## config.mk

```make
export PLATFORM = sky130hd
export DESIGN_NAME = line_meta_reg
export DESIGN_NICKNAME = d
export VERILOG_FILES = /design/src/rtl/line_meta_pkg.sv /design/src/rtl/lmr_status_reg.sv /design/src/rtl/lmr_ref_ctr.sv /design/src/rtl/lmr_field.sv /design/src/rtl/lmr_query.sv /design/src/rtl/line_meta_reg.sv
export SDC_FILE = /design/constraint.sdc
export NUM_CORES = 1
export LEC_CHECK = 0
export BUFFER_PORTS_ARGS = -buffer_cell sky130_fd_sc_hd__buf_2
export CAP_MARGIN = 20
export CORE_UTILIZATION = 47
export CTS_CLUSTER_SIZE = 10
export DETAILED_ROUTE_END_ITERATION = 16
export PLACE_DENSITY = 0.8
export SYNTH_ARGS = -nofsm -noshare
export SYNTH_HDL_FRONTEND = slang
export SYNTH_HIERARCHICAL = 1
export SYNTH_SLANG_ARGS = --single-unit
```

## constraint.sdc

```tcl
create_clock -name clk -period 3.15 [get_ports clk]
set_clock_uncertainty 0.1 [all_clocks]
set_input_delay 0.63 -clock clk [delete_from_list [all_inputs] [get_ports clk]]
set_output_delay 0.63 -clock clk [all_outputs]
set_load 0.1 [all_outputs]
```

## src/rtl/line_meta_pkg.sv

```systemverilog
package line_meta_pkg;

    localparam int ST_W = 6;

    typedef struct packed {
        logic prefetched;  // bit 5
        logic secure;      // bit 4
        logic dirty;       // bit 3
        logic readable;    // bit 2
        logic writable;    // bit 1
        logic valid;       // bit 0
    } status_t;

    typedef enum logic [2:0] {
        CLS_MOD   = 3'd0,
        CLS_OWN   = 3'd1,
        CLS_EXCL  = 3'd2,
        CLS_SHR   = 3'd3,
        CLS_INV   = 3'd4,
        CLS_TRANS = 3'd5
    } line_class_e;

    typedef enum logic [1:0] {
        OP_HOLD   = 2'd0,
        OP_INVAL  = 2'd1,
        OP_FILL   = 2'd2,
        OP_MODIFY = 2'd3
    } line_op_e;

    // Command ordering: invalidate, then fill, then touch/update together.
    function automatic line_op_e pick_op(input logic inval, input logic fill,
                                         input logic touch, input logic upd);
        if (inval)             return OP_INVAL;
        else if (fill)         return OP_FILL;
        else if (touch || upd) return OP_MODIFY;
        else                   return OP_HOLD;
    endfunction

    function automatic line_class_e classify(input status_t s);
        logic wq;
        wq = s.writable & s.valid;
        case ({wq, s.dirty, s.valid})
            3'b111:  return CLS_MOD;
            3'b011:  return CLS_OWN;
            3'b101:  return CLS_EXCL;
            3'b001:  return CLS_SHR;
            3'b000:  return CLS_INV;
            default: return CLS_TRANS;
        endcase
    endfunction

endpackage

```

## src/rtl/lmr_status_reg.sv

```systemverilog
module lmr_status_reg
    import line_meta_pkg::*;
(
    input  logic               clk,
    input  logic               rst,
    input  line_op_e           op,
    input  logic               touch,
    input  logic               upd_en,
    input  logic [ST_W-1:0]    upd_mask,
    input  logic [ST_W-1:0]    upd_val,
    input  logic               fill_secure,
    input  logic               fill_prefetch,
    output status_t            status
);

    status_t nxt;
    logic [ST_W-1:0] merged;

    always_comb begin
        merged = (status & ~upd_mask) | (upd_val & upd_mask);
        nxt    = status;
        case (op)
            OP_INVAL: nxt = '0;
            OP_FILL: begin
                nxt.secure     = fill_secure;
                nxt.prefetched = fill_prefetch;
            end
            OP_MODIFY: begin
                if (upd_en) nxt = status_t'(merged);
                if (touch)  nxt.prefetched = 1'b0;
            end
            default: nxt = status;
        endcase
    end

    always_ff @(posedge clk) begin
        if (rst) status <= '0;
        else     status <= nxt;
    end

endmodule

```

## src/rtl/lmr_ref_ctr.sv

```systemverilog
module lmr_ref_ctr
    import line_meta_pkg::*;
#(
    parameter int REF_W = 4
) (
    input  logic              clk,
    input  logic              rst,
    input  line_op_e          op,
    input  logic              touch,
    output logic [REF_W-1:0]  count
);

    localparam logic [REF_W-1:0] CNT_MAX = '1;
    localparam logic [REF_W-1:0] CNT_ONE = REF_W'(1);

    logic at_max;
    assign at_max = (count == CNT_MAX);

    always_ff @(posedge clk) begin
        if (rst) begin
            count <= '0;
        end else begin
            case (op)
                OP_INVAL:  count <= '0;
                OP_FILL:   count <= CNT_ONE;
                OP_MODIFY: if (touch && !at_max) count <= count + CNT_ONE;
                default:   count <= count;
            endcase
        end
    end

endmodule

```

## src/rtl/lmr_field.sv

```systemverilog
module lmr_field
    import line_meta_pkg::*;
#(
    parameter int             W          = 8,
    parameter logic [W-1:0]   RST_VAL    = '1,
    parameter bit             INV_CLEARS = 1'b1
) (
    input  logic          clk,
    input  logic          rst,
    input  line_op_e      op,
    input  logic [W-1:0]  load_val,
    output logic [W-1:0]  q
);

    logic inv_hit;

    generate
        if (INV_CLEARS) begin : g_inv_clear
            assign inv_hit = (op == OP_INVAL);
        end else begin : g_inv_keep
            assign inv_hit = 1'b0;
        end
    endgenerate

    always_ff @(posedge clk) begin
        if (rst || inv_hit)     q <= RST_VAL;
        else if (op == OP_FILL) q <= load_val;
    end

endmodule

```

## src/rtl/lmr_query.sv

```systemverilog
module lmr_query
    import line_meta_pkg::*;
(
    input  status_t      status,
    output logic         valid_q,
    output logic         readable_q,
    output logic         writable_q,
    output logic         dirty_q,
    output logic         prefetched_q,
    output logic         secure_q,
    output line_class_e  cls
);

    assign valid_q      = status.valid;
    assign readable_q   = status.readable & status.valid;
    assign writable_q   = status.writable & status.valid;
    assign dirty_q      = status.dirty;
    assign prefetched_q = status.prefetched;
    assign secure_q     = status.secure;
    assign cls          = classify(status);

endmodule

```

## src/rtl/line_meta_reg.sv

```systemverilog
module line_meta_reg
    import line_meta_pkg::*;
#(
    parameter int TAG_W   = 20,
    parameter int REF_W   = 4,
    parameter int OWNER_W = 8,
    parameter int TASK_W  = 16,
    parameter int TIME_W  = 32
) (
    input  logic                clk,
    input  logic                rst,
    input  logic                inval_i,
    input  logic                insert_i,
    input  logic                touch_i,
    input  logic                upd_en_i,
    input  logic [5:0]          upd_mask_i,
    input  logic [5:0]          upd_val_i,
    input  logic [TAG_W-1:0]    ins_tag_i,
    input  logic                ins_secure_i,
    input  logic                ins_prefetch_i,
    input  logic [OWNER_W-1:0]  ins_owner_i,
    input  logic [TASK_W-1:0]   ins_task_i,
    input  logic [TIME_W-1:0]   now_time_i,
    output logic [5:0]          status_o,
    output logic [TAG_W-1:0]    tag_o,
    output logic [REF_W-1:0]    ref_count_o,
    output logic [OWNER_W-1:0]  owner_o,
    output logic [TASK_W-1:0]   task_o,
    output logic [TIME_W-1:0]   ins_time_o,
    output logic                valid_o,
    output logic                readable_o,
    output logic                writable_o,
    output logic                dirty_o,
    output logic                prefetched_o,
    output logic                secure_o,
    output logic [2:0]          class_o
);

    line_op_e    op;
    status_t     st;
    line_class_e cls;

    assign op = pick_op(inval_i, insert_i, touch_i, upd_en_i);

    lmr_status_reg u_status (
        .clk           (clk),
        .rst           (rst),
        .op            (op),
        .touch         (touch_i),
        .upd_en        (upd_en_i),
        .upd_mask      (upd_mask_i),
        .upd_val       (upd_val_i),
        .fill_secure   (ins_secure_i),
        .fill_prefetch (ins_prefetch_i),
        .status        (st)
    );

    lmr_ref_ctr #(.REF_W(REF_W)) u_ref (
        .clk   (clk),
        .rst   (rst),
        .op    (op),
        .touch (touch_i),
        .count (ref_count_o)
    );

    lmr_field #(.W(TAG_W), .RST_VAL('0), .INV_CLEARS(1'b0)) u_tag (
        .clk (clk), .rst (rst), .op (op), .load_val (ins_tag_i), .q (tag_o)
    );

    lmr_field #(.W(OWNER_W), .RST_VAL('1), .INV_CLEARS(1'b1)) u_owner (
        .clk (clk), .rst (rst), .op (op), .load_val (ins_owner_i), .q (owner_o)
    );

    lmr_field #(.W(TASK_W), .RST_VAL('1), .INV_CLEARS(1'b1)) u_task (
        .clk (clk), .rst (rst), .op (op), .load_val (ins_task_i), .q (task_o)
    );

    lmr_field #(.W(TIME_W), .RST_VAL('1), .INV_CLEARS(1'b1)) u_time (
        .clk (clk), .rst (rst), .op (op), .load_val (now_time_i), .q (ins_time_o)
    );

    lmr_query u_query (
        .status       (st),
        .valid_q      (valid_o),
        .readable_q   (readable_o),
        .writable_q   (writable_o),
        .dirty_q      (dirty_o),
        .prefetched_q (prefetched_o),
        .secure_q     (secure_o),
        .cls          (cls)
    );

    assign status_o = st;
    assign class_o  = cls;

endmodule

```

==> reports/summary.json, run 1 <==
{
  "final_setup_margin_ns": 0.826,
  "cts_buffer_count": 9,
  "areaGrowthSynthToFinish_pct": 29.1,
  "floorplan.die_area_um2": 8910,
  "grt_pass1_vias": 3295,
  "drive_above_1_share_pct": 44.2,
  "dp_hpwl_um": 7030,
  "unrepaired_setup_endpoints_after_global_routing": "false",
  "layout.cells.non_filler": 709,
  "die_height_um": 94.4,
  "synth.area.top_cells": "sky130_fd_sc_hd__dfxtp_1 (43%), sky130_fd_sc_hd__a22oi_2 (12%), sky130_fd_sc_hd__nor2_1 (11%)",
  "placeable_core_region_um2": 8260,
  "synth.yosys.warnings": 6,
  "wl_um": 9680,
  "synth.cell_area_um2": 4010,
  "worst-r2r-cell-count": 4,
  "synthDistinctLibCells": 41,
  "setup.reg_to_reg.worst_slack_ns": 1.78,
  "drt_pre_antenna_iters": 5,
  "min_period_ns": 2.32,
  "cts_num_sinks": 86,
  "power_leakage_nw": 2.10,
  "total_number_of_vias": 3657,
  "placed_inst_area_um2": 4970,
  "run_status": "finished clean",
  "final_cell_area_um2": 5180,
  "floorplan.initialDensity_pct": 48.6,
  "grt-ovfl-total": 0,
  "antenna_violations_before_repair": 0,
  "cts_htree_levels": 3,
  "critPathLaunch": "touch_i",
  "synth.avg_cell_area_um2": 9.33,
  "part_of_the_yosys_area_used_for_sequential_elements_pct": 42.9,
  "measured_slew_at_the_worst_slew_check_pin_ns": 0.963,
  "critPathArrivalTime_ns": 2.43,
  "detail_route.vias_per_cell": 5.16,
  "hold_buf_cts": 0,
  "crit_end": "u_status/status[1]$_SDFFE_PP0P_",
  "gp_congestion": 0.764,
  "tritoncts": "done",
  "yosysTopAreaCell": "sky130_fd_sc_hd__dfxtp_1",
  "finalHoldViolations": 0,
  "post_cts_resized": 0,
  "hold_path.class": "reg -> reg",
  "synth_fp_nets": 527,
  "report.final.setup_viol": 0,
  "final_max_slew_viol_count": 0,
  "drt_first_iter_violations": 109,
  "final_net_count": 698,
  "synthesis.instances": 430,
  "setup-tns-final_ns": 0,
  "dpl_worst_slack_ns": 0.480,
  "timing.rr.end": "u_ref/count[1]$_SDFFE_PP0P_",
  "chipWidth_um": 94.4,
  "timing.hold.worst.start": "u_tag/q[6]$_SDFFE_PP0N_",
  "crit_path_end_kind": "flip-flop",
  "grt_use_total_pct": 21.1,
  "cts_setup_buffers": 0,
  "avgRoutedWirePerCell_um": 13.6,
  "io_buffer_count": 190,
  "relSlewSlack_pct": 35.5,
  "max_freq_mhz": 430,
  "crit_type": "in -> reg",
  "num_antenna_cells": 0,
  "worst-endpoint-required_ns": 3.26,
  "synth_top_area_share_pct": 42.9,
  "power_density_nw_per_um2": 507,
  "clk_pin_slew_worst_paths_ns": 0.08,
  "placed_cells_incl_taps": 695,
  "final.period_utilization_pct": 73.8,
  "worstPathMaxFanout": 25,
  "maxCapViolCount": 0,
  "insertion_delay_ns": 0.33,
  "yosys_register_bits": 86,
  "wire_length_of_the_first_global_routing_pass_um": 14900,
  "final_antenna_net_count": 0,
  "worst_flop_to_flop_path_startpoint": "u_ref/count[0]$_SDFFE_PP0P_",
  "worstSetupStartpointType": "input port",
  "drcViolationCount": 0,
  "max_clock_buf_depth": 2,
  "worst_ir_drop_vdd_v": 0.000275,
  "root_buffer": "sky130_fd_sc_hd__clkbuf_8",
  "rows": 33,
  "grt_max_degree": 94,
  "design.portCount": 191
}
[cells in the final DEF, fill, tap and decap left out, drive strengths merged, types with 3 or more instances in the layout]
| cell type | instances |
|---|---|
| nand4 | 7 |
| dfxtp | 86 |
| nor2 | 117 |
| inv | 9 |
| a31o | 4 |
| nand4bb | 21 |
| and2 | 3 |
| o21ai | 23 |
| buf | 199 |
| nand2b | 24 |
| nand2 | 3 |
| a21oi | 8 |
| nor2b | 5 |
| clkbuf | 10 |
| a22oi | 56 |
| xnor2 | 3 |
[per-stage QoR]
| step | hold slack (ns) | utilization, % | total power, mW |
|---|---|---|---|
| after floorplan | 0.599 | - | 1.69 |
| after global placement | 0.348 | 59.9 | 1.80 |
| after detailed placement | 0.351 | 60.2 | 1.82 |
| after CTS | 0.372 | 62.7 | 2.65 |
| after global routing | 0.392 | 62.7 | 2.73 |
| final | 0.370 | 62.7 | 2.63 |
[power by group]
part | switching (mW) | internal [mW] | leakage, nW
clock | 0.370 | 0.459 | 0.104
combinational | 0.488 | 0.163 | 1.29
sequential | 0.0212 | 1.12 | 0.701
[cells in the mapped netlist]
master	instances
sky130_fd_sc_hd__a31o_1	4
sky130_fd_sc_hd__a22oi_2	40
sky130_fd_sc_hd__or3b_1	1
sky130_fd_sc_hd__dfxtp_1	86
sky130_fd_sc_hd__nor2_2	2
sky130_fd_sc_hd__o221ai_1	2
sky130_fd_sc_hd__nor2b_1	5
sky130_fd_sc_hd__nand4_1	7
sky130_fd_sc_hd__a2111oi_1	1
sky130_fd_sc_hd__xnor2_2	3
sky130_fd_sc_hd__clkbuf_1	1
sky130_fd_sc_hd__a31oi_1	2
sky130_fd_sc_hd__nand2_1	3
sky130_fd_sc_hd__a21bo_2	1
sky130_fd_sc_hd__buf_4	7
sky130_fd_sc_hd__nand4bb_1	21
sky130_fd_sc_hd__clkbuf_2	5
sky130_fd_sc_hd__o21ai_2	1
sky130_fd_sc_hd__nor4_1	1
sky130_fd_sc_hd__ha_1	1
sky130_fd_sc_hd__a21o_2	2
sky130_fd_sc_hd__nand4b_1	2
sky130_fd_sc_hd__o2111ai_1	1
sky130_fd_sc_hd__o21bai_1	2
sky130_fd_sc_hd__a22oi_1	16
sky130_fd_sc_hd__and2_1	3
sky130_fd_sc_hd__nor3_1	2
sky130_fd_sc_hd__inv_2	1
sky130_fd_sc_hd__a21oi_1	8
sky130_fd_sc_hd__inv_1	8
sky130_fd_sc_hd__nand3b_1	1
sky130_fd_sc_hd__nand2b_1	23
sky130_fd_sc_hd__clkbuf_8	1
sky130_fd_sc_hd__nand2b_2	1
sky130_fd_sc_hd__o21ai_1	20
sky130_fd_sc_hd__nor2_1	115
sky130_fd_sc_hd__buf_2	15
sky130_fd_sc_hd__o21ai_0	2
sky130_fd_sc_hd__nor3b_1	1
sky130_fd_sc_hd__buf_6	10
sky130_fd_sc_hd__nand3_1	2
[logic make-up (layout without fill, tap and decap cells)]
kind of cell	count (synthesis)	count (layout)	synth area share, %
AO/OA/AOI/OAI	102	102	22.6
XOR/XNOR	3	3	1.22
adder cells (fa/ha/maj)	1	1	0.312
buffers and inverters	48	222	7.89
flip-flops	86	86	42.9
AND/OR/NAND/NOR	190	190	25.1
[per-layer routing]
layer	GRT usage [%]	share of wire (%)	up-vias
li1	-	-	1837
met1	24.3	43	1697
met2	37.5	50	121
met3	6.68	7.4	2
met4	5.77	0.39	0
met5	0	0	-
[worst max-delay path, cell delays in order]
cell	delay (ns)
sky130_fd_sc_hd__buf_2	0.19
sky130_fd_sc_hd__nor2_1	0.09
sky130_fd_sc_hd__o21bai_4	0.53
sky130_fd_sc_hd__buf_4	0.38
sky130_fd_sc_hd__inv_1	0.11
sky130_fd_sc_hd__o21ai_0	0.42
sky130_fd_sc_hd__a21oi_1	0.08
[layout make-up]
cell class	count	area, um2
Tap cell	105	131
Sequential cell	86	1720
Fill cell	719	3080
Multi-Input combinational cell	296	2020
Timing Repair Buffer	199	1060
Clock inverter	4	72.6
Inverter	9	33.8
Clock buffer	10	138
[state kept, by name (all words and copies together) (netlist names)]
name / flops
u_tag/q: 20
u_owner/q: 8
u_ref/count: 4
u_status/status: 6
u_time/q: 32
u_task/q: 16
[how the worst min path moves through the flow]
stage | end | cells after the start | slack [ns]
CTS | u_tag/q[2]$_SDFFE_PP0N_ | 2 | 0.37
floorplan | u_ref/count[0]$_SDFFE_PP0P_ | 1 | 0.60
detailed placement | u_tag/q[2]$_SDFFE_PP0N_ | 2 | 0.35
finish | u_tag/q[6]$_SDFFE_PP0N_ | 2 | 0.37
global placement | u_tag/q[19]$_SDFFE_PP0N_ | 2 | 0.35
global route | u_tag/q[12]$_SDFFE_PP0N_ | 2 | 0.39
Power figures use the tool's default switching activity.
==> inputs of run 2 (changes only) <==
- CORE_UTILIZATION: 47 -> 42
- PLACE_DENSITY: 0.8 -> 0.75
- clock period: 3.15 -> 1.9 ns (I/O delays scaled with it)
==> reports/summary.json, run 2 (synthesis results as in run 1) <==
{
  "run_status": "finished clean",
  "final_cell_area_um2": 5390,
  "grt_use_total_pct": 19.5,
  "timing.critical_path.cells": "nand2b_1 -> o21ai_4 -> clkbuf_4",
  "final_antenna_net_count": 0,
  "post_cts_resized": 0,
  "num_antenna_cells": 0,
  "final_max_slew_viol_count": 0,
  "unrepaired_setup_endpoints_after_global_routing": "false",
  "final.period_utilization_pct": 92.7,
  "most-common-layout-cells": "sky130_fd_sc_hd__buf_2 (188), sky130_fd_sc_hd__nor2_1 (114), sky130_fd_sc_hd__dfxtp_1 (80)",
  "clk_pin_slew_worst_paths_ns": 0.08,
  "relSlewSlack_pct": 63.1,
  "report.final.setup_viol": 0,
  "crit_path_max_incr_delay_ns": 0.37,
  "largest_reg_flops": 32,
  "cts_htree_levels": 3,
  "worst-path-buf-inv": 1,
  "placed_cells_incl_taps": 730,
  "dp_hpwl_um": 6910,
  "cts_setup_buffers": 0,
  "finalHoldViolations": 0,
  "worst_path_dominant_cell_family": "flip-flops",
  "chipWidth_um": 99.7,
  "hold_buf_cts": 0,
  "total_number_of_vias": 3671,
  "final_net_count": 709,
  "worstSetupStartpointType": "flip-flop",
  "crit_type": "reg -> out",
  "cts_buffer_count": 9,
  "maxCapViolCount": 0,
  "areaGrowthSynthToFinish_pct": 34.5,
  "insertion_delay_ns": 0.33,
  "nFillCells": 857,
  "max_clock_buf_depth": 2,
  "max_freq_mhz": 568,
  "wire_length_of_the_first_global_routing_pass_um": 15900,
  "design.portCount": 191,
  "worst-endpoint-required_ns": 1.42,
  "io_buffer_count": 190,
  "most_common_library_cell_in_the_layout_ignoring_fill_and_taps": "sky130_fd_sc_hd__buf_2",
  "grt_pass1_vias": 3504,
  "worst_hold_slack_ns": 0.185,
  "placed_inst_area_um2": 5180,
  "drt_pre_antenna_iters": 4,
  "dpl_worst_slack_ns": 0.0320,
  "cts_num_sinks": 86,
  "root_buffer": "sky130_fd_sc_hd__clkbuf_8",
  "setup-tns-final_ns": 0,
  "drive_above_1_share_pct": 46.4,
  "crit_path_end_kind": "primary output",
  "power_leakage_nw": 2.18,
  "drcViolationCount": 0,
  "hold_path.class": "in -> reg",
  "tritoncts": "done",
  "die_height_um": 99.7,
  "grt-ovfl-total": 0,
  "floorplan.die_area_um2": 9950,
  "rows": 35,
  "avgRoutedWirePerCell_um": 12.8,
  "layout.cells.non_filler": 745,
  "grt_max_degree": 50,
  "antenna_violations_before_repair": 1,
  "reg.largest.list": "u_time/q x32, u_tag/q x20, u_task/q x16",
  "detail_route.vias_per_cell": 4.93,
  "floorplan.initialDensity_pct": 43.4,
  "gp_congestion": 0.788,
  "placeable_core_region_um2": 9240,
  "measured_slew_at_the_worst_slew_check_pin_ns": 0.553,
  "critPathArrivalTime_ns": 1.28,
  "min_period_ns": 1.76,
  "final_setup_margin_ns": 0.139,
  "worstPathMaxFanout": 7,
  "drt_first_iter_violations": 113,
  "critPathSlowestCell": "sky130_fd_sc_hd__dfxtp_4",
  "worst_ir_drop_vdd_v": 0.000457,
  "register_with_the_highest_flop_count": "u_time/q",
  "wl_um": 9530,
  "power_density_nw_per_um2": 818
}
-- run 2: routing by layer --
layer,vias to the layer above,track usage (%),share of wire [%]
met4,2,3.73,0.72
met3,9,6.25,7.2
li1,1860,-,-
met1,1685,24.3,45
met2,115,33.2,47
met5,-,0,0.10
-- run 2: cell type report --
type / count / area, um2 / area share, %
Sequential cell: 86 / 1730 / 32.1
Clock buffer: 10 / 128 / 2.37
Clock inverter: 5 / 82.6 / 1.53
Multi-Input combinational cell: 296 / 2030 / 37.6
Timing Repair Buffer: 210 / 1230 / 22.8
Tap cell: 129 / 161 / 2.99
Inverter: 9 / 33.8 / 0.626
-- run 2: where the power goes --
group	internal [mW]	total [mW]	leakage, nW	switching [mW]
Combinational	0.320	1.14	1.38	0.817
Sequential	1.86	1.90	0.704	0.0355
Clock	0.740	1.38	0.103	0.637
-- run 2: final timing paths --
| kind | depth (start not counted) | endpoint | slack [ns] | startpoint |
|---|---|---|---|---|
| setup / recovery | 3 | class_o[0] | 0.14 | u_status/status[0]$_SDFFE_PP0P_ |
| hold / removal | 3 | u_status/status[0]$_SDFFE_PP0P_ | 0.18 | upd_val_i[0] |
| setup reg to reg | 4 | u_ref/count[1]$_SDFFE_PP0P_ | 0.57 | u_ref/count[0]$_SDFFE_PP0P_ |
| hold reg to reg | 2 | u_tag/q[4]$_SDFFE_PP0N_ | 0.37 | u_tag/q[4]$_SDFFE_PP0N_ |
-- run 2: metrics by stage --
stage	power [mW]	util (%)
3_3_place_gp	3.06	56.1
2_1_floorplan	2.80	-
6_report	4.41	58.4
3_5_place_dp	3.08	56.1
5_1_grt	4.61	58.4
4_1_cts	4.48	58.3
-- run 2: worst reg2reg max path, stage by stage (launching register included) --
cell	delay, ns
sky130_fd_sc_hd__dfxtp_2	0.38
sky130_fd_sc_hd__ha_1	0.23
sky130_fd_sc_hd__nand3_1	0.16
sky130_fd_sc_hd__a21o_2	0.24
sky130_fd_sc_hd__a31oi_1	0.14
==> inputs of run 3 (changes only) <==
- GPL_TIMING_DRIVEN: unset -> 0
- TNS_END_PERCENT: unset -> 10
==> reports/summary.json, run 3 (synthesis results as in run 1) <==
{
  "run_status": "finished clean",
  "grt_max_degree": 25,
  "multiInputGateArea_um2": 2020,
  "sequentialPowerShare_pct": 44.4,
  "die_height_um": 99.7,
  "antenna_violations_before_repair": 0,
  "setup-tns-final_ns": 0,
  "max_clock_buf_depth": 2,
  "cts_buffer_count": 9,
  "power.share.combinational_pct": 26.2,
  "unrepaired_setup_endpoints_after_global_routing": "false",
  "power_leakage_nw": 2.22,
  "total_number_of_vias": 3787,
  "hold_buf_cts": 0,
  "grt-ovfl-total": 0,
  "worst-endpoint-required_ns": 1.42,
  "drive_above_1_share_pct": 47.6,
  "worst_ir_drop_vdd_v": 0.000440,
  "min_period_ns": 1.80,
  "final_net_count": 729,
  "internal-power_mw": 2.77,
  "share_clk_of_total_power_pct": 29.4,
  "nFillCells": 861,
  "max_freq_mhz": 556,
  "reg.largest.list": "u_time/q x32, u_tag/q x20, u_task/q x16",
  "drcViolationCount": 0,
  "cts_setup_buffers": 0,
  "finalHoldViolations": 0,
  "final_max_slew_viol_count": 0,
  "most_common_library_cell_in_the_layout_ignoring_fill_and_taps": "sky130_fd_sc_hd__buf_2",
  "wire_length_of_the_first_global_routing_pass_um": 16400,
  "final.period_utilization_pct": 94.7,
  "power_density_nw_per_um2": 796,
  "insertion_delay_ns": 0.34,
  "root_buffer": "sky130_fd_sc_hd__clkbuf_8",
  "worstSetupStartpointType": "flip-flop",
  "hold_path.class": "in -> reg",
  "design.portCount": 191,
  "worst_hold_slack_ns": 0.180,
  "grt_use_total_pct": 20.3,
  "gp_congestion": 0.767,
  "grt_pass1_vias": 3681,
  "num_antenna_cells": 0,
  "chipWidth_um": 99.7,
  "cts_htree_levels": 3,
  "cts_num_sinks": 86,
  "avgRoutedWirePerCell_um": 13.4,
  "report.final.setup_viol": 0,
  "largest_reg_flops": 32,
  "power_switching_mw": 1.50,
  "drt_pre_antenna_iters": 6,
  "critPathArrivalTime_ns": 1.32,
  "clk_pin_slew_worst_paths_ns": 0.08,
  "dp_hpwl_um": 7560,
  "detail_route.vias_per_cell": 4.94,
  "relSlewSlack_pct": 59.3,
  "measured_slew_at_the_worst_slew_check_pin_ns": 0.609,
  "most-common-layout-cells": "sky130_fd_sc_hd__buf_2 (204), sky130_fd_sc_hd__nor2_1 (114), sky130_fd_sc_hd__dfxtp_1 (81)",
  "crit_path_end_kind": "primary output",
  "totalPowerFinal_mw": 4.27,
  "crit_type": "reg -> out",
  "floorplan.initialDensity_pct": 43.4,
  "final_antenna_net_count": 0,
  "netSwitchingFraction_pct": 35.1,
  "maxCapViolCount": 0,
  "tritoncts": "done",
  "rows": 35,
  "drt_first_iter_violations": 134,
  "io_buffer_count": 190,
  "floorplan.die_area_um2": 9950,
  "register_area_um2": 1730,
  "wl_um": 10300,
  "register_with_the_highest_flop_count": "u_time/q",
  "areaGrowthSynthToFinish_pct": 33.8,
  "worstPathMaxFanout": 5,
  "placeable_core_region_um2": 9240
}
run 3: cell count changes in the layout (fill, tap and decap cells not counted), moves of 2 or more:
cell	delta
sky130_fd_sc_hd__buf_4	-3
sky130_fd_sc_hd__clkbuf_1	+2
sky130_fd_sc_hd__clkbuf_2	+5
sky130_fd_sc_hd__buf_12	-10
sky130_fd_sc_hd__buf_2	+16
sky130_fd_sc_hd__buf_6	+10
run 3: layout make-up:
class / instances / share of cell area, %
flip-flops and latches: 86 / 32.2
plain buffers: 39 / 5.27
clock buffers: 11 / 2.45
inverters: 9 / 0.629
multi-input cells: 297 / 37.6
well taps: 129 / 3.01
clock inverters: 5 / 1.07
repair buffers: 190 / 17.8
run 3: critical path, cell delays in order, from the launching register on:
cell and delay [ns]:
sky130_fd_sc_hd__dfxtp_1 0.43, sky130_fd_sc_hd__buf_4 0.14, sky130_fd_sc_hd__buf_2 0.41
run 3: stage by stage:
step	std cells	area (um2)	utilization [%]	setup slack [ns]
final	766	5370	58.1	0.101
after global routing	766	5370	58.1	0.0321
after CTS	765	5360	58.0	0.0774
after detailed placement	749	5150	55.8	-0.557
after global placement	749	5150	55.8	-0.538
after floorplan	430	4040	-	-0.130
run 3: repair_timing:
item                       in CTS  in global routing
pin swaps                       0                  1
setup endpoints to repair      85                  4
gates resized for setup         3                  0
cloned                          0                  1
run 3: final timing paths:
kind / start / endpoint / slack, ns / cells after the start
worst max-delay path: u_status/status[3]$_SDFFE_PP0P_ / dirty_o / 0.10 / 2
worst min-delay path: upd_val_i[1] / u_status/status[1]$_SDFFE_PP0P_ / 0.18 / 3
worst max register to register: u_ref/count[0]$_SDFFE_PP0P_ / u_ref/count[1]$_SDFFE_PP0P_ / 0.53 / 4
worst min register to register: u_tag/q[1]$_SDFFE_PP0N_ / u_tag/q[1]$_SDFFE_PP0N_ / 0.37 / 2
run 3: power by group through the flow:
stage / Combinational (mW) / Clock (mW) / Sequential, mW
floorplan: 0.422 / 0 / 2.38
global placement: 1.10 / 0 / 1.94
detailed placement: 1.11 / 0 / 1.94
CTS: 1.12 / 1.31 / 1.90
global route: 1.18 / 1.39 / 1.91
finish: 1.12 / 1.25 / 1.90
run 3: layer usage:
| layer | routed length (um) | part of all wire [%] | up-vias | track usage (%) |
|---|---|---|---|---|
| met5 | 0 | 0 | - | 0 |
| met4 | 93 | 0.91 | 0 | 6.22 |
| met3 | 710 | 6.9 | 9 | 5.06 |
| met2 | 5090 | 50 | 128 | 36.1 |
| met1 | 4380 | 43 | 1746 | 24.0 |
| li1 | - | - | 1904 | - |
